## src/rtl/acq_seq_pkg.sv

```systemverilog
package acq_seq_pkg;
  // Strobes from the control FSM to the datapath
  typedef struct packed {
    logic startCycle;  // latch the selected entry and clear the tick counter
    logic stepIdx;     // advance the table index after a finished cycle
    logic clearIdx;    // park the index at slot 0
    logic running;     // a cycle is in progress
  } seqStrobe_t;
endpackage

```

## src/rtl/acq_seq_datapath.sv

```systemverilog
module acq_seq_datapath
  import acq_seq_pkg::*;
#(
  parameter int CNT_W = 16,
  parameter int DEPTH = 4,
  localparam int IDX_W = (DEPTH > 1) ? $clog2(DEPTH) : 1,
  localparam int SUM_W = CNT_W + 1
) (
  input  logic             clk,
  input  logic             rstN,
  input  logic             wrEn,
  input  logic [IDX_W-1:0] wrAddr,
  input  logic [CNT_W-1:0] wrPulse,
  input  logic [CNT_W-1:0] wrDelay,
  input  logic [CNT_W-1:0] wrLen,
  input  logic [CNT_W-1:0] wrPeriod,
  input  logic             wrLast,
  input  logic             wrOverlap,
  input  seqStrobe_t       strobe,
  output logic             txGate,
  output logic             acqValid,
  output logic             endHit,
  output logic [IDX_W-1:0] curIdx
);
  // Parameter table
  logic [CNT_W-1:0] tPulse  [DEPTH];
  logic [CNT_W-1:0] tDelay  [DEPTH];
  logic [CNT_W-1:0] tLen    [DEPTH];
  logic [CNT_W-1:0] tPeriod [DEPTH];
  logic [DEPTH-1:0] tLast;
  logic [DEPTH-1:0] tOverlap;

  for (genvar i = 0; i < DEPTH; i++) begin : gSlot
    always_ff @(posedge clk or negedge rstN) begin
      if (!rstN) begin
        tPulse[i]   <= '0;
        tDelay[i]   <= '0;
        tLen[i]     <= '0;
        tPeriod[i]  <= '0;
        tLast[i]    <= 1'b1;
        tOverlap[i] <= 1'b0;
      end else if (wrEn && wrAddr == IDX_W'(i)) begin
        tPulse[i]   <= wrPulse;
        tDelay[i]   <= wrDelay;
        tLen[i]     <= wrLen;
        tPeriod[i]  <= wrPeriod;
        tLast[i]    <= wrLast;
        tOverlap[i] <= wrOverlap;
      end
    end
  end

  // Entry latched for the running cycle
  logic [CNT_W-1:0] lPulse, lDelay, lLen, lPeriod;
  logic             lLast, lOverlap;
  logic [SUM_W-1:0] tickCnt;

  always_ff @(posedge clk or negedge rstN) begin
    if (!rstN) begin
      lPulse   <= '0;
      lDelay   <= '0;
      lLen     <= '0;
      lPeriod  <= '0;
      lLast    <= 1'b0;
      lOverlap <= 1'b0;
      tickCnt  <= '0;
    end else if (strobe.startCycle) begin
      lPulse   <= tPulse[curIdx];
      lDelay   <= tDelay[curIdx];
      lLen     <= tLen[curIdx];
      lPeriod  <= tPeriod[curIdx];
      lLast    <= tLast[curIdx];
      lOverlap <= tOverlap[curIdx];
      tickCnt  <= '0;
    end else if (strobe.running) begin
      tickCnt  <= tickCnt + 1'b1;
    end
  end

  // Table index stepping
  always_ff @(posedge clk or negedge rstN) begin
    if (!rstN) begin
      curIdx <= '0;
    end else if (strobe.clearIdx) begin
      curIdx <= '0;
    end else if (strobe.stepIdx) begin
      if (lLast || curIdx == IDX_W'(DEPTH - 1)) curIdx <= '0;
      else                                     curIdx <= curIdx + 1'b1;
    end
  end

  // Window edges and cycle end
  logic [SUM_W-1:0] pulseExt, delayExt, acqStart, acqStop, cycEnd;

  always_comb begin
    pulseExt = {1'b0, lPulse};
    delayExt = {1'b0, lDelay};
    if (lOverlap || delayExt >= pulseExt) acqStart = delayExt;
    else                                  acqStart = pulseExt;
    acqStop = acqStart + {1'b0, lLen};
    cycEnd  = {1'b0, lPeriod};
    if (pulseExt > cycEnd) cycEnd = pulseExt;
    if (acqStop > cycEnd)  cycEnd = acqStop;
    if (cycEnd == '0)      cycEnd = SUM_W'(1);
  end

  assign txGate   = strobe.running && (tickCnt < pulseExt);
  assign acqValid = strobe.running && (tickCnt >= acqStart) && (tickCnt < acqStop);
  assign endHit   = strobe.running && (tickCnt == cycEnd - 1'b1);

  // Assertions
  AST_NO_OVERLAP: assert property (@(posedge clk) disable iff (!rstN)
    (txGate && !lOverlap) |-> !acqValid);
  AST_TICK_ADVANCE: assert property (@(posedge clk) disable iff (!rstN)
    (strobe.running && !strobe.startCycle && !endHit) |=> (tickCnt == $past(tickCnt) + 1'b1));
  AST_GATE_FIRST: assert property (@(posedge clk) disable iff (!rstN)
    strobe.startCycle |=> (txGate == (lPulse != '0)));
endmodule

```

## src/rtl/acq_seq_ctrl.sv

```systemverilog
module acq_seq_ctrl
  import acq_seq_pkg::*;
(
  input  logic       clk,
  input  logic       rstN,
  input  logic       enable,
  input  logic       trigger,
  input  logic       endHit,
  output seqStrobe_t strobe,
  output logic       overrun
);
  typedef enum logic { ST_IDLE, ST_RUN } seqState_t;
  seqState_t state;

  always_comb begin
    strobe            = '0;
    strobe.running    = (state == ST_RUN);
    strobe.startCycle = (state == ST_IDLE) && enable && trigger;
    strobe.stepIdx    = (state == ST_RUN) && endHit && enable;
    strobe.clearIdx   = ((state == ST_RUN) && endHit && !enable) ||
                        ((state == ST_IDLE) && !enable);
  end

  always_ff @(posedge clk or negedge rstN) begin
    if (!rstN) begin
      state   <= ST_IDLE;
      overrun <= 1'b0;
    end else begin
      if (strobe.startCycle)             state <= ST_RUN;
      else if (state == ST_RUN && endHit) state <= ST_IDLE;
      if (state == ST_RUN && trigger)    overrun <= 1'b1;
    end
  end

  // Assertions
  AST_DONE_TO_IDLE: assert property (@(posedge clk) disable iff (!rstN)
    endHit |=> (state == ST_IDLE));
  AST_DONE_SINGLE: assert property (@(posedge clk) disable iff (!rstN)
    endHit |=> !endHit);
  AST_OVR_SET: assert property (@(posedge clk) disable iff (!rstN)
    (state == ST_RUN && trigger) |=> overrun);
  AST_OVR_STICKY: assert property (@(posedge clk) disable iff (!rstN)
    overrun |=> overrun);
  AST_NO_START_OFF: assert property (@(posedge clk) disable iff (!rstN)
    (state == ST_IDLE && !enable) |=> (state == ST_IDLE));
endmodule

```

## src/rtl/radar_acq_sequencer.sv

```systemverilog
module radar_acq_sequencer
  import acq_seq_pkg::*;
#(
  parameter int CNT_W = 16,
  parameter int DEPTH = 4,
  localparam int IDX_W = (DEPTH > 1) ? $clog2(DEPTH) : 1
) (
  input  logic             clk,
  input  logic             rstN,
  input  logic             enable,
  input  logic             trigger,
  input  logic             cfgWrEn,
  input  logic [IDX_W-1:0] cfgWrAddr,
  input  logic [CNT_W-1:0] cfgPulseWidth,
  input  logic [CNT_W-1:0] cfgAcqDelay,
  input  logic [CNT_W-1:0] cfgRecLen,
  input  logic [CNT_W-1:0] cfgPeriod,
  input  logic             cfgLast,
  input  logic             cfgOverlap,
  output logic             txGate,
  output logic             acqValid,
  output logic             cycleDone,
  output logic             overrun,
  output logic [IDX_W-1:0] entryIdx
);
  seqStrobe_t strobe;
  logic       endHit;

  acq_seq_ctrl ctrl_i (
    .clk     (clk),
    .rstN    (rstN),
    .enable  (enable),
    .trigger (trigger),
    .endHit  (endHit),
    .strobe  (strobe),
    .overrun (overrun)
  );

  acq_seq_datapath #(.CNT_W(CNT_W), .DEPTH(DEPTH)) dp_i (
    .clk       (clk),
    .rstN      (rstN),
    .wrEn      (cfgWrEn),
    .wrAddr    (cfgWrAddr),
    .wrPulse   (cfgPulseWidth),
    .wrDelay   (cfgAcqDelay),
    .wrLen     (cfgRecLen),
    .wrPeriod  (cfgPeriod),
    .wrLast    (cfgLast),
    .wrOverlap (cfgOverlap),
    .strobe    (strobe),
    .txGate    (txGate),
    .acqValid  (acqValid),
    .endHit    (endHit),
    .curIdx    (entryIdx)
  );

  assign cycleDone = endHit;

  AST_PARK_OFF: assert property (@(posedge clk) disable iff (!rstN)
    (!enable && !strobe.running) |=> (entryIdx == '0));
  AST_IDLE_QUIET: assert property (@(posedge clk) disable iff (!rstN)
    !strobe.running |-> !(txGate || acqValid || cycleDone));
endmodule

```

## config.mk

```make
export PLATFORM = sky130hd
export DESIGN_NAME = radar_acq_sequencer
export DESIGN_NICKNAME = d
export VERILOG_FILES = /design/src/rtl/acq_seq_pkg.sv /design/src/rtl/acq_seq_datapath.sv /design/src/rtl/acq_seq_ctrl.sv /design/src/rtl/radar_acq_sequencer.sv
export SDC_FILE = /design/constraint.sdc
export NUM_CORES = 1
export LEC_CHECK = 0
export ABC_AREA = 1
export BUFFER_PORTS_ARGS = -buffer_cell sky130_fd_sc_hd__buf_2
export CORE_MARGIN = 3
export CORE_UTILIZATION = 40
export DETAILED_ROUTE_END_ITERATION = 10
export SETUP_SLACK_MARGIN = 0.15
export SYNTH_ARGS = -nofsm -noshare
export SYNTH_HDL_FRONTEND = slang
export SYNTH_SLANG_ARGS = --single-unit
```

## constraint.sdc

```tcl
create_clock -name clk -period 6.75 [get_ports clk]
set_input_delay 0.3375 -clock clk [delete_from_list [all_inputs] [get_ports clk]]
set_output_delay 0.3375 -clock clk [all_outputs]
set_load 0.02 [all_outputs]
```

## Word-level counts from Yosys, hierarchy flattened

Cells that the tools add are included.

- Register bits after elaboration: 351
- Input bits: 73
- Output and inout bits: 6
- Word-level logic and storage cells: 104

- Add/sub/neg operators: 4
- $lt $le $gt $ge: 8
- Equal/unequal tests: 5
- Multiplexer cells: 27
- Bitwise gates (word level): 2
- Reductions and logical operators: 24

Operator list:

| operator | count |
|---|---|
| two-way mux 16 bit | 10 |
| binary-select mux 16 bit (select 2 bit) | 4 |
| two-way mux 17 bit | 4 |
| adder 16 x 16 -> 17 bit | 1 |
| adder 17 x 1 -> 17 bit, second input constant | 1 |
| equality test 17 bit | 1 |
| greater-or-equal comparator 17 x 16 -> 1 bit | 1 |
| greater-than comparator 17 x 16 -> 1 bit | 1 |
| zero test 17 bit | 1 |
| < comparator 17 x 16 -> 1 bit | 1 |
| < comparator 17 bit | 1 |
| subtractor 17 x 1 -> 17 bit, second input constant | 1 |
| greater-or-equal comparator 16 bit | 1 |
| greater-than comparator 16 bit | 1 |
| logical AND 1 bit | 15 |
| equality test 2 bit, second input constant | 3 |
| two-way mux 2 bit | 3 |
| nonzero test 2 bit | 3 |
| binary-select mux 1 bit (select 2 bit) | 2 |
| two-way mux 1 bit | 4 |
| greater-or-equal comparator 3 bit, second input constant | 1 |
| logical OR 1 bit | 3 |
| < comparator 2 x 3 -> 1 bit, second input constant | 1 |
| NOT 2 -> 3 bit | 1 |
| 5 further kinds | 5 |

## Longest topological paths before layout

Gate-level depths: netlist (run 1).

- Depth in word-level cells: 15
- Depth in mapped cells: 65
- Gate-level depth less buffers: 63

## Modules after synthesis

Synthesis (run 1) repeated with hierarchy kept, for this count alone.

- Cell total of the unflattened synthesis: 2460
- Area total of the unflattened synthesis: 19314.8 um2

Modules (own cells, without submodules):

| module | instances | cells each | area each (um2) | seq. area each (um2) |
|---|---|---|---|---|
| acq_seq_datapath | 1 | 2447 | 19202.2 | 8738.4 |
| acq_seq_ctrl | 1 | 13 | 112.6 | 50.0 |

## Worst setup path after synthesis (run 1)

OpenSTA, ideal clock, no wires.

- Path type: register to output
- Start: register dp_i.lPulse[1]
- End: output cycleDone
- Data arrival time: 6900 ps
- Required time: 6412 ps
- Slack: -488 ps
- Cell stages (with the launch flop): 54
- Path buffers: 2
- Cells stage by stage: dfrtp_1 inv_1 ha_1 a21boi_0 o21ai_0 a21boi_0 o21ai_0 nand2_1 a21oi_1 o21bai_1 a21oi_1 nor2_1 a2111oi_0 o2111ai_1 clkbuf_1 o21ai_0 ha_1 inv_1 [... 18 more ...] nand2_4 buf_8 nand2_2 o21ai_2 nand3_2 nor2_2 nand3_2 nand2_1 inv_1 ha_1 nand3_2 nor2_1 xnor2_1 or2_1 nand2_1 nor4_1 nand3_1 nor2_1

- Word-level cells in the longest chain between the ends: 11
- Elaborated cells on any way between the ends: 13
- Classes of those cells: add/sub: 2; order compare: 3; eq/ne: 1; mux: 4; reduce/logical: 3

Ends and longest elaborated chain:

| item | RTL line | source |
|---|---|---|
| from (decl) | acq_seq_datapath.sv:54 | `logic [CNT_W-1:0] lPulse, lDelay, lLen, lPeriod;` |
| from (signal assigned) | acq_seq_datapath.sv:68 | `lPulse <= tPulse[curIdx];` |
| greater-or-equal comparator 16 bit | acq_seq_datapath.sv:98 | `if (lOverlap \|\| delayExt >= pulseExt) acqStart = delayExt;` |
| logical OR 1 bit | acq_seq_datapath.sv:98 |  |
| two-way mux 16 bit | acq_seq_datapath.sv:98 |  |
| adder 16 x 16 -> 17 bit | acq_seq_datapath.sv:100 | `acqStop = acqStart + {1'b0, lLen};` |
| greater-than comparator 17 x 16 -> 1 bit | acq_seq_datapath.sv:103 | `if (acqStop > cycEnd) cycEnd = acqStop;` |
| two-way mux 17 bit (*) | acq_seq_datapath.sv:103 |  |
| zero test 17 bit | acq_seq_datapath.sv:104 | `if (cycEnd == '0) cycEnd = SUM_W'(1);` |
| two-way mux 17 bit (*) | acq_seq_datapath.sv:104 |  |
| subtractor 17 x 1 -> 17 bit (*) | acq_seq_datapath.sv:109 | `assign endHit = strobe.running && (tickCnt == cycEnd - 1'b1);` |
| equality test 17 bit (*) | acq_seq_datapath.sv:109 |  |
| logical AND 1 bit (*) | acq_seq_datapath.sv:109 |  |
| to (decl) | radar_acq_sequencer.sv:22 | `output logic cycleDone,` |

Every way passes the cells marked *; elsewhere a longest branch is shown, timed or not.

## Worst setup path in the final report (run 1)

Same ends and word-level chain as after synthesis.

==> metrics.txt, run 1 <==
HPWL after detailed placement=36990 microns; initial detailed-routing violation count=1237; first-pass GRT wire length=87560 microns; smallest setup slack after layout=-1143 ps; Final TNS setup=-2211 ps; proportion of synthesized chip area in sequential cells=46.03%; mean post-synth cell area=7.940 sq um; VDD IR max=0.1826 mV; source-to-sink clock delay at the later pin of the worst-skew pair=560 ps; final total power=4.977 mW; number of vias in the routed layout=17020; slowest library cell on the worst path=sky130_fd_sc_hd__dfrtp_1; antenna cell count=0; met3 usage=2.349%; via density per instance=5.262; fraction of the cycle the final worst path needs=116.9%; maximum number of pins on one net before global-route repair=173; Final Net Count=2786; pins over their slew limit=0; Worst slew margin=31.74%; type of origin of the critical path=flip-flop; maximum count of clock buffers along a single path=3; via count of the first global-routing pass=16300; height of the chip=224.5 microns; Most Used Layer, Global Route=met2; Storage cell area=8796 sq um; time the final worst path needs with I/O delays and setup=7893 ps; sort of element at the end of the critical path=primary output; post-synthesis cell count=2405; setup repair after global routing missed its margin=yes; largest fanout of any net on the critical path=5; Synth Net Count=2592; number of placement rows=79; drt drc=0; clock slew at reported path FFs=60 ps; overall die area=50390 sq um; core outline area=46850 sq um; CTS tree=done; final core utilization=49.16%; number of iterations in the first detailed-routing pass=5; Max-Cap Viols=0; Non-Filler Instances=3235; type of the worst setup path=reg2out; root buffer cell=sky130_fd_sc_hd__clkbuf_16; flop and latch count out of synthesis=351; Die X=224.5 microns; cell type with the largest total area after synthesis=sky130_fd_sc_hd__dfrtp_1; residual antenna-violating net count after detailed routing=0; Overflow after GRT=0; fraction of met2 tracks used by global routing=34.30%; clock sink count=351; antenna violations before repair=0; synthesized area=19090 sq um; sum of routed wire length over all layers=54300 microns; routability cong.=0.8975; static leakage=11.89 nW; worst hold margin=21.85 ps; initial core utilization=40.75%; Filler Cells Inserted=4546; H-tree level count=2; violated checks=setup timing; GRT Resource Usage Total=21.43%; Cells after DPL=3135; top cells by area, synth=sky130_fd_sc_hd__dfrtp_1, sky130_fd_sc_hd__nand2_1, sky130_fd_sc_hd__o21ai_0, sky130_fd_sc_hd__ha_1, sky130_fd_sc_hd__nor2_1; final worst clock skew=17.28 ps; top achievable clock speed=0.1267 GHz; Critical Path AT=7560 ps; count of final setup violators=4; ratio of cells with drive above 1 in the final layout=17.31%; min-delay worst type=in2reg; area taken by multi-input logic gates=9478 sq um; unique cell type count in the Yosys netlist=53; power density of the placed cells=216.1 nW/um^2; number of hold violations in the final report=0; Port-buffer cells=78; number of synthesis warnings=0; most numerous cell on the critical path=sky130_fd_sc_hd__nand2_1; Area Overhead vs Synth=20.62%; worst stage delay on the critical path=370 ps; status=finished with violations; post-synth top area share=45.48%; met1 layer usage reported by global route=31.16%; number of buffers created by CTS=40; final routed wire length divided by cell count=16.79 microns; I/O pin count=79; Slew @ Worst Pin=1024 ps; CP required=6410 ps; register-to-register setup slack=-390 ps
-- path summary, 6_finish.rpt --
path | startpoint | endpoint | depth (start not counted)
setup / recovery | dp_i.lPulse[1]$_DFFE_PN0P_ | cycleDone | 53
hold / removal | trigger | ctrl_i.overrun$_DFFE_PN0P_ | 2
setup reg to reg | dp_i.lPulse[1]$_DFFE_PN0P_ | dp_i.curIdx[1]$_DFFE_PN0P_ | 60
hold reg to reg | ctrl_i.overrun$_DFFE_PN0P_ | ctrl_i.overrun$_DFFE_PN0P_ | 1
max in group asynchronous | rstN | dp_i.tDelay[45]$_DFFE_PN0P_ | 3
min in group asynchronous | rstN | dp_i.tPulse[59]$_DFFE_PN0P_ | 2
-- cells in the final DEF, fill, tap and decap left out, types with 11 or more instances in the layout --
master | Yosys | routed
sky130_fd_sc_hd__a21oi_1 | 58 | 55
sky130_fd_sc_hd__buf_2 | 5 | 76
sky130_fd_sc_hd__buf_4 | 1 | 188
sky130_fd_sc_hd__clkbuf_1 | 110 | 11
sky130_fd_sc_hd__clkbuf_16 | 0 | 40
sky130_fd_sc_hd__dfrtp_1 | 347 | 345
sky130_fd_sc_hd__ha_1 | 113 | 107
sky130_fd_sc_hd__inv_1 | 204 | 197
sky130_fd_sc_hd__nand2_1 | 607 | 587
sky130_fd_sc_hd__nand2_2 | 12 | 25
sky130_fd_sc_hd__nand3_1 | 47 | 39
sky130_fd_sc_hd__nand3_2 | 8 | 12
sky130_fd_sc_hd__nand4_1 | 17 | 17
sky130_fd_sc_hd__nor2_1 | 258 | 249
sky130_fd_sc_hd__nor2_2 | 4 | 11
sky130_fd_sc_hd__nor3_1 | 18 | 17
sky130_fd_sc_hd__o21ai_0 | 415 | 406
sky130_fd_sc_hd__o21ai_1 | 3 | 11
sky130_fd_sc_hd__o32ai_1 | 66 | 66
sky130_fd_sc_hd__xor2_1 | 24 | 21
-- logic make-up after synthesis --
family	share of synthesized area [%]
AND/OR/NAND/NOR	21.17
AO/OA/AOI/OAI	17.18
flip-flops	46.03
buffers and inverters	6.834
adder cells (fa/ha/maj)	7.509
XOR/XNOR	1.278
-- per-layer routing --
metal / share of wire [%] / vias up
met5: 0 / -
met4: 2.0 / 0
met3: 4.6 / 62
met2: 46 / 430
met1: 48 / 8179
li1: - / 8350
-- per-stage QoR --
stage	cell area [sq um]	setup slack, ps
final	23030	-1143
after global routing	23030	-1652
after CTS	22810	-1048
after detailed placement	21190	-972.7
after global placement	21190	-617.3
after floorplan	19180	-138.4
-- sequential cells by signal, indices dropped and copies added, names as in the netlist --
name,cells
dp_i.tDelay,64
dp_i.tLen,64
dp_i.tPeriod,64
dp_i.tPulse,64
dp_i.tickCnt,17
dp_i.lDelay,16
dp_i.lLen,16
dp_i.lPeriod,16
dp_i.lPulse,16
dp_i.tLast,4
dp_i.tOverlap,4
dp_i.curIdx,2
ctrl_i.overrun,1
ctrl_i.state,1
dp_i.lLast,1
dp_i.lOverlap,1
-- Yosys cell counts (all sizes together) --
master   instances
nand2          622
o21ai          423
dfrtp          347
nor2           262
inv            207
ha             113
clkbuf         110
o32ai           66
a21oi           59
nand3           56
xor2            25
nor3            19
buf             18
nand4           17
a21o             6
nand3b           6
o21a             6
a211oi           4
dfstp            4
nor4             4
a2111oi          3
a21boi           3
clkinv           3
o21bai           3
o221ai           3
or2              3
a31oi            2
and2             2
nor3b            2
xnor2            2
a211o            1
fa               1
o2111ai          1
o221a            1
o31ai            1
-- area by class of cell --
| type | instances | area share, % |
|---|---|---|
| Tap cell | 607 | 3.297 |
| Timing Repair Buffer | 277 | 8.518 |
| Multi-Input combinational cell | 1719 | 41.15 |
| Clock inverter | 11 | 0.3314 |
| Inverter | 210 | 3.450 |
| Sequential cell | 351 | 38.19 |
| Clock buffer | 60 | 5.063 |
-- critical path, delay by kind of cell (launching register included) --
kind	cells	cell delay (ps)
xor+xnor	1	140
fa+ha+maj	5	1310
flops	1	370
simple gates	30	3200
compound gates	10	1320
buf+inv	7	680
-- power breakdown --
part           switching (mW)  internal (mW)  leakage [nW]
combinational           0.261          0.165          6.98
sequential              0.129           2.36          4.30
clock                   0.866           1.20         0.614
total                    1.26           3.72          11.9
-- timing repair --
item	CTS	global route
setup buffers	16	9
gates resized for setup	48	33
setup endpoints to repair	5	5
pin swaps	27	22
hold buffers	1	0
endpoints found under the hold margin	99	0
gates cloned	3	0
No activity file was read; power rests on OpenSTA's default activity.
==> run 2: changes to the inputs <==
Settings changed: ABC_AREA 1 to default, SKIP_CTS_REPAIR_TIMING from default to 1.
==> run 2 against run 1 <==
The run still ends with setup timing left. Sequential share of layout area down 2.1 points. First-iteration DRC count down 14%. Count of clock-buffer cells in the layout down 3. Routed wire length up 4.5%. Non-clock buffer count up 46. Maximum frequency down 14%. Global-route usage down 0.074 points. Critical path type unchanged. Critical endpoint unchanged. Highest routed layer unchanged.
==> metrics.txt, run 2 <==
top cell types by occurrence after synthesis=sky130_fd_sc_hd__dfrtp_1, sky130_fd_sc_hd__mux2_2, sky130_fd_sc_hd__nand2_1, sky130_fd_sc_hd__ha_1, sky130_fd_sc_hd__mux4_2 (was sky130_fd_sc_hd__nand2_1, sky130_fd_sc_hd__o21ai_0, sky130_fd_sc_hd__dfrtp_1, sky130_fd_sc_hd__nor2_1, sky130_fd_sc_hd__inv_1); mean post-synth cell area=11.73 sq um (was 7.940 sq um); Critical Path AT=8820 ps (was 7560 ps); static leakage=11.37 nW (was 11.89 nW); drt drc=0 (unchanged); via count of the first global-routing pass=14920 (was 16300); clock sink count=351 (unchanged); number of hold violations in the final report=0 (unchanged); switching power=2.153 mW (was 1.256 mW); clock slew at reported path FFs=60 ps (about the same); slowest library cell on the worst path=sky130_fd_sc_hd__or3_1 (was sky130_fd_sc_hd__dfrtp_1); number of synthesis warnings=0 (unchanged); number of placement rows=81 (was 79); Post-synth top flop=sky130_fd_sc_hd__dfrtp_1 (unchanged); violated checks=setup timing (unchanged); fraction of the cycle the final worst path needs=135.6% (was 116.9%); worst stage delay on the critical path=400 ps (was 370 ps); core outline area=49150 sq um (was 46850 sq um); status=finished with violations (unchanged); setup repair after global routing missed its margin=yes (unchanged); CP required=6410 ps (about the same); antenna violations before repair=1 (was 0); Worst slew margin=9.047% (was 31.74%); most numerous cell on the critical path=sky130_fd_sc_hd__a21o_1 (was sky130_fd_sc_hd__nand2_1); Max-Cap Viols=0 (unchanged); ratio of cells with drive above 1 in the final layout=39.75% (was 17.31%); top cells by area, synth=sky130_fd_sc_hd__dfrtp_1, sky130_fd_sc_hd__mux2_2, sky130_fd_sc_hd__mux4_2, sky130_fd_sc_hd__ha_1, sky130_fd_sc_hd__nand2_1 (was sky130_fd_sc_hd__dfrtp_1, sky130_fd_sc_hd__nand2_1, sky130_fd_sc_hd__o21ai_0, sky130_fd_sc_hd__ha_1, sky130_fd_sc_hd__nor2_1); via density per instance=5.456 (was 5.262); maximum number of pins on one net before global-route repair=174 (was 173); root buffer cell=sky130_fd_sc_hd__clkbuf_16 (unchanged); Area Overhead vs Synth=21.81% (was 20.62%); most frequent standard cell in the layout excluding fill and tap cells=sky130_fd_sc_hd__dfrtp_1 (was sky130_fd_sc_hd__nand2_1); residual antenna-violating net count after detailed routing=0 (unchanged); cell type with the largest total area after synthesis=sky130_fd_sc_hd__dfrtp_1 (unchanged); Filler Cells Inserted=4356 (was 4546); Overflow after GRT=0 (unchanged); post-placement worst setup slack=-2084 ps (was -972.7 ps); fraction of synthesis flops using an asynchronous set or reset pin=100.0% (unchanged); VDD IR max=0.2175 mV (was 0.1826 mV); final worst clock skew=17.49 ps (was 17.28 ps); register-to-register setup slack=-1770 ps (was -390 ps); Final Net Count=2173 (was 2786); smallest setup slack after layout=-2406 ps (was -1143 ps); largest fanout of any net on the critical path=7 (was 5); sum of routed wire length over all layers=56770 microns (was 54300 microns); pins over their slew limit=0 (unchanged); worst hold margin=50.11 ps (was 21.85 ps); proportion of synthesized chip area in sequential cells=43.90% (was 46.03%); unique cell type count in the Yosys netlist=83 (was 53); post-synthesis cell count=1707 (was 2405); synthesized area=20020 sq um (was 19090 sq um); post-synth top area share=43.38% (was 45.48%); cell with the most instances after synthesis=sky130_fd_sc_hd__dfrtp_1 (was sky130_fd_sc_hd__nand2_1); overall die area=52770 sq um (was 50390 sq um); CTS tree=done (unchanged); count of final setup violators=5 (was 4); Slew @ Worst Pin=1346 ps (was 1024 ps); Final TNS setup=-8086 ps (was -2211 ps); maximum count of clock buffers along a single path=3 (unchanged); final core utilization=49.61% (was 49.16%); power density of the placed cells=287.5 nW/um^2 (was 216.1 nW/um^2); type of origin of the critical path=flip-flop (unchanged); type of the worst setup path=reg2out (unchanged); top achievable clock speed=0.1092 GHz (was 0.1267 GHz); number of iterations in the first detailed-routing pass=5 (unchanged); sort of element at the end of the critical path=primary output (unchanged); Die X=229.7 microns (was 224.5 microns); height of the chip=229.7 microns (was 224.5 microns); sequential fraction of design power=39.5% (was 50.0%); share of total power in combinational logic=29.5% (was 8.6%); first-pass GRT wire length=87690 microns (was 87560 microns); leading cell types in the layout, fill and taps excluded=sky130_fd_sc_hd__dfrtp_1, sky130_fd_sc_hd__mux2_2, sky130_fd_sc_hd__buf_4 (was sky130_fd_sc_hd__nand2_1, sky130_fd_sc_hd__o21ai_0, sky130_fd_sc_hd__dfrtp_1); initial detailed-routing violation count=1059 (was 1237); flop and latch count out of synthesis=351 (unchanged); GRT Resource Usage Total=21.36% (was 21.43%); Port-buffer cells=78 (unchanged); time the final worst path needs with I/O delays and setup=9156 ps (was 7893 ps); min-delay worst type=in2reg (unchanged); I/O pin count=79 (unchanged); clock group share of total power=31.0% (was 41.4%); Internal Power=4.857 mW (was 3.722 mW); Synth Net Count=1894 (was 2592); initial core utilization=40.73% (was 40.75%); routability cong.=0.9488 (was 0.8975); count of flip-flops with a built-in enable after synthesis=0 (unchanged); final routed wire length divided by cell count=21.18 microns (was 16.79 microns); switching share of power=30.71% (was 25.23%); HPWL after detailed placement=41540 microns (was 36990 microns); source-to-sink clock delay at the later pin of the worst-skew pair=560 ps (about the same); number of vias in the routed layout=14620 (was 17020); H-tree level count=2 (unchanged); number of buffers created by CTS=39 (was 40)
## run 2: changes by cell type after synthesis, moves of 45 or more
cell,change
sky130_fd_sc_hd__o21ai_0,-350
sky130_fd_sc_hd__clkbuf_1,-45
sky130_fd_sc_hd__nor2_1,-214
sky130_fd_sc_hd__mux4_2,+66
sky130_fd_sc_hd__o32ai_1,-65
sky130_fd_sc_hd__mux2_2,+281
sky130_fd_sc_hd__inv_1,-141
sky130_fd_sc_hd__nand2_1,-431
## run 2: power groups by stage
stage	Sequential [mW]	Clock, mW	Combinational [mW]
floorplan	2.67	0	1.34
global placement	2.78	0	1.96
detailed placement	2.81	0	2.01
CTS	2.77	2.22	2.02
global route	2.82	2.31	2.26
finish	2.77	2.17	2.07
## run 2: worst paths after layout
| kind | cells after the start | startpoint | endpoint |
|---|---|---|---|
| setup reg to reg | 45 | dp_i.lPulse[0]$_DFFE_PN0P_ | dp_i.curIdx[1]$_DFFE_PN0P_ |
| hold reg to reg | 1 | ctrl_i.overrun$_DFFE_PN0P_ | ctrl_i.overrun$_DFFE_PN0P_ |
| max in group asynchronous | 3 | rstN | dp_i.tLen[56]$_DFFE_PN0P_ |
| hold / removal | 2 | cfgAcqDelay[6] | dp_i.tDelay[54]$_DFFE_PN0P_ |
| min in group asynchronous | 2 | rstN | dp_i.tPulse[52]$_DFFE_PN0P_ |
| setup / recovery | 46 | dp_i.lPulse[0]$_DFFE_PN0P_ | cycleDone |
## run 2: cell families (layout without fill, tap and decap cells)
family | Yosys count | count (layout) | share of synthesized area, %
AND/OR/NAND/NOR | 390 | 390 | 9.506
AO/OA/AOI/OAI | 282 | 282 | 9.744
other | 0 | 1 | 0
buffers and inverters | 148 | 456 | 2.956
XOR/XNOR | 40 | 40 | 1.750
flip-flops | 351 | 351 | 43.90
multiplexers | 381 | 381 | 24.93
adder cells (fa/ha/maj) | 115 | 115 | 7.213
## run 2: final cells by class
| type | count | area [sq um] | area share [%] |
|---|---|---|---|
| well taps | 664 | 830.8 | 3.407 |
| diodes | 1 | 2.502 | 0.01026 |
| flip-flops and latches | 351 | 8796 | 36.07 |
| repair buffers | 323 | 2307 | 9.462 |
| inverters | 63 | 236.5 | 0.9698 |
| clock inverters | 13 | 160.2 | 0.6568 |
| multi-input cells | 1208 | 10880 | 44.60 |
| clock buffers | 57 | 1175 | 4.818 |
## run 2: critical path: cells and delay by family, from the launching register on
kind	cells	cell delay [ps]
compound gates	19	3080
simple gates	12	2120
fa+ha+maj	5	1320
buf+inv	7	830
flops	1	380
xor+xnor	2	270
mux	1	230
## run 2: routing by layer
metal	part of all wire [%]	GRT usage, %
met4	2.8	5.592
met3	4.4	3.593
met1	48	30.76
met5	0	0
met2	45	33.66
## run 2: metrics by stage
stage	cell area [sq um]	total power, mW	cells
floorplan	20100	4.016	1707
global placement	22770	4.745	2595
detailed placement	22770	4.814	2595
CTS	24100	7.011	2665
global route	24380	7.397	2680
finish	24380	7.010	2680
==> run 3: changes to the inputs <==
Settings changed: RECOVER_POWER from default to 50.
==> run 3 against run 2 <==
The flow finishes with violations (capacitance limit, slew limit, setup timing). Sequential share of layout area grew 0.083 points. Global-route usage is the same. Via count is essentially flat. Count of clock-buffer cells in the layout is the same. Maximum frequency is essentially flat. First-iteration DRC count grew 2.1%. Worst hold slack is essentially flat. Total power is essentially flat. Cell count is the same. Routed wire length shrank 0.11%. Register-to-register slack is essentially flat. Sequential power is essentially flat. Largest power group unchanged. Highest routed layer unchanged.
==> metrics.txt, run 3 (synthesized netlist as in run 2, its figures left out) <==
residual antenna-violating net count after detailed routing=0 (unchanged); Port-buffer cells=78 (unchanged); number of placement rows=81 (unchanged); I/O pin count=79 (unchanged); via density per instance=5.458 (was 5.456); top achievable clock speed=0.1093 GHz (was 0.1092 GHz); routability cong.=0.9488 (unchanged); source-to-sink clock delay at the later pin of the worst-skew pair=560 ps (about the same); violated checks=capacitance limit, slew limit, setup timing (was setup timing); Worst slew margin=-273.6% (was 9.047%); final core utilization=49.49% (was 49.61%); CTS tree=done (unchanged); most frequent standard cell in the layout excluding fill and tap cells=sky130_fd_sc_hd__dfrtp_1 (unchanged); Internal Power=4.862 mW (was 4.857 mW); worst stage delay on the critical path=400 ps (about the same); number of vias in the routed layout=14630 (was 14620); clock group share of total power=31.0% (about the same); HPWL after detailed placement=41540 microns (unchanged); final total power=7.015 mW (was 7.010 mW); Area Overhead vs Synth=21.52% (was 21.81%); sum of routed wire length over all layers=56700 microns (was 56770 microns); share of total power in combinational logic=29.5% (about the same); clock sink count=351 (unchanged); pins over their slew limit=500 (was 0); Non-Filler Instances=2680 (unchanged); number of hold violations in the final report=0 (unchanged); height of the chip=229.7 microns (unchanged); number of buffers created by CTS=39 (unchanged); CP required=6410 ps (about the same); Critical Path AT=8810 ps (was 8820 ps); core outline area=49150 sq um (unchanged); most numerous cell on the critical path=sky130_fd_sc_hd__a21o_1 (unchanged); Final TNS setup=-8115 ps (was -8086 ps); power density of the placed cells=288.4 nW/um^2 (was 287.5 nW/um^2); GRT Resource Usage Total=21.36% (unchanged); overall die area=52770 sq um (unchanged); dominant delay contributor by cell family on the critical path=compound AO/OA/AOI/OAI gates (unchanged); Overflow after GRT=0 (unchanged); slowest library cell on the worst path=sky130_fd_sc_hd__or3_1 (unchanged); largest fanout of any net on the critical path=7 (unchanged); via count of the first global-routing pass=14920 (unchanged); leading cell types in the layout, fill and taps excluded=sky130_fd_sc_hd__dfrtp_1, sky130_fd_sc_hd__mux2_2, sky130_fd_sc_hd__buf_4 (unchanged); antenna violations before repair=1 (unchanged); Storage cell area=8796 sq um (unchanged); final routed wire length divided by cell count=21.16 microns (was 21.18 microns); count of final setup violators=5 (unchanged); maximum number of pins on one net before global-route repair=174 (unchanged); setup repair after global routing missed its margin=yes (unchanged); H-tree level count=2 (unchanged); VDD IR max=0.2178 mV (was 0.2175 mV); Max-Cap Viols=7 (was 0); status=finished with violations (unchanged); type of the worst setup path=reg2out (unchanged); switching share of power=30.69% (was 30.71%); initial detailed-routing violation count=1081 (was 1059); clock slew at reported path FFs=60 ps (about the same); fraction of the cycle the final worst path needs=135.5% (was 135.6%); ratio of cells with drive above 1 in the final layout=39.26% (was 39.75%); static leakage=11.34 nW (was 11.37 nW); Filler Cells Inserted=4364 (was 4356); number of iterations in the first detailed-routing pass=5 (unchanged); type of origin of the critical path=flip-flop (unchanged); root buffer cell=sky130_fd_sc_hd__clkbuf_16 (unchanged); first-pass GRT wire length=87690 microns (unchanged); worst path buffer plus inverter count=7 (unchanged); sort of element at the end of the critical path=primary output (unchanged); time the final worst path needs with I/O delays and setup=9149 ps (was 9156 ps); area taken by multi-input logic gates=10860 sq um (was 10880 sq um); smallest setup slack after layout=-2399 ps (was -2406 ps); Cells after DPL=2595 (unchanged); Die X=229.7 microns (unchanged); drt drc=0 (unchanged); Slew @ Worst Pin=5604 ps (was 1346 ps); min-delay worst type=in2reg (unchanged); maximum count of clock buffers along a single path=3 (unchanged); sequential fraction of design power=39.5% (about the same); Final Net Count=2173 (unchanged); final worst clock skew=18.57 ps (was 17.49 ps); initial core utilization=40.73% (unchanged); switching power=2.153 mW (about the same)
[run 3: cell count changes in the layout (fill, tap and decap cells not counted)]
cell / before / now
sky130_fd_sc_hd__buf_8: 1 / 0
sky130_fd_sc_hd__nand3_1: 24 / 25
sky130_fd_sc_hd__buf_4: 239 / 235
sky130_fd_sc_hd__buf_12: 3 / 2
sky130_fd_sc_hd__nor3b_2: 1 / 0
sky130_fd_sc_hd__buf_2: 76 / 73
sky130_fd_sc_hd__buf_6: 2 / 3
sky130_fd_sc_hd__clkbuf_1: 6 / 14
sky130_fd_sc_hd__nor3b_1: 2 / 3
sky130_fd_sc_hd__nand3_4: 1 / 0
[run 3: area by class of cell]
| cell class | count | share of cell area (%) |
|---|---|---|
| clock inverters | 13 | 0.6583 |
| diodes | 1 | 0.01029 |
| clock buffers | 57 | 4.829 |
| well taps | 664 | 3.415 |
| multi-input cells | 1208 | 44.64 |
| flip-flops and latches | 351 | 36.16 |
| repair buffers | 323 | 9.324 |
| inverters | 63 | 0.9720 |
[run 3: per-layer routing]
metal  track usage [%]  up-vias  share of wire [%]
li1                  -     6865                  -
met1             30.76     7379                 47
met2             33.66      311                 45
met3             3.593       73                4.8
met4             5.592        0                2.6
met5                 0        -                  0
[run 3: path summary, 6_finish.rpt]
path                       slack, ps                       start  cells after the start                          end
setup / recovery               -2400  dp_i.lPulse[0]$_DFFE_PN0P_                     46                    cycleDone
hold / removal                    50              cfgAcqDelay[6]                      2  dp_i.tDelay[54]$_DFFE_PN0P_
setup reg to reg               -1760  dp_i.lPulse[0]$_DFFE_PN0P_                     45   dp_i.curIdx[1]$_DFFE_PN0P_
hold reg to reg                  470  ctrl_i.overrun$_DFFE_PN0P_                      1   ctrl_i.overrun$_DFFE_PN0P_
max in group asynchronous        410                        rstN                      2   dp_i.curIdx[1]$_DFFE_PN0P_
min in group asynchronous       2420                        rstN                      2  dp_i.tPulse[52]$_DFFE_PN0P_
[run 3: power by group through the flow]
stage,logic (mW),registers (mW),clock network (mW)
6_report,2.07,2.77,2.17
2_1_floorplan,1.34,2.67,0
3_5_place_dp,2.01,2.81,0
4_1_cts,2.02,2.77,2.22
3_3_place_gp,1.96,2.78,0
5_1_grt,2.26,2.82,2.31
[run 3: per-stage QoR]
step	cell area (sq um)	hold WS [ps]	worst slack [ps]
2_1_floorplan	20100	41.91	-1783
3_3_place_gp	22770	436.1	-1928
3_5_place_dp	22770	451.9	-2084
4_1_cts	24100	-130.5	-2700
5_1_grt	24330	36.04	-2813
6_report	24330	50.36	-2399
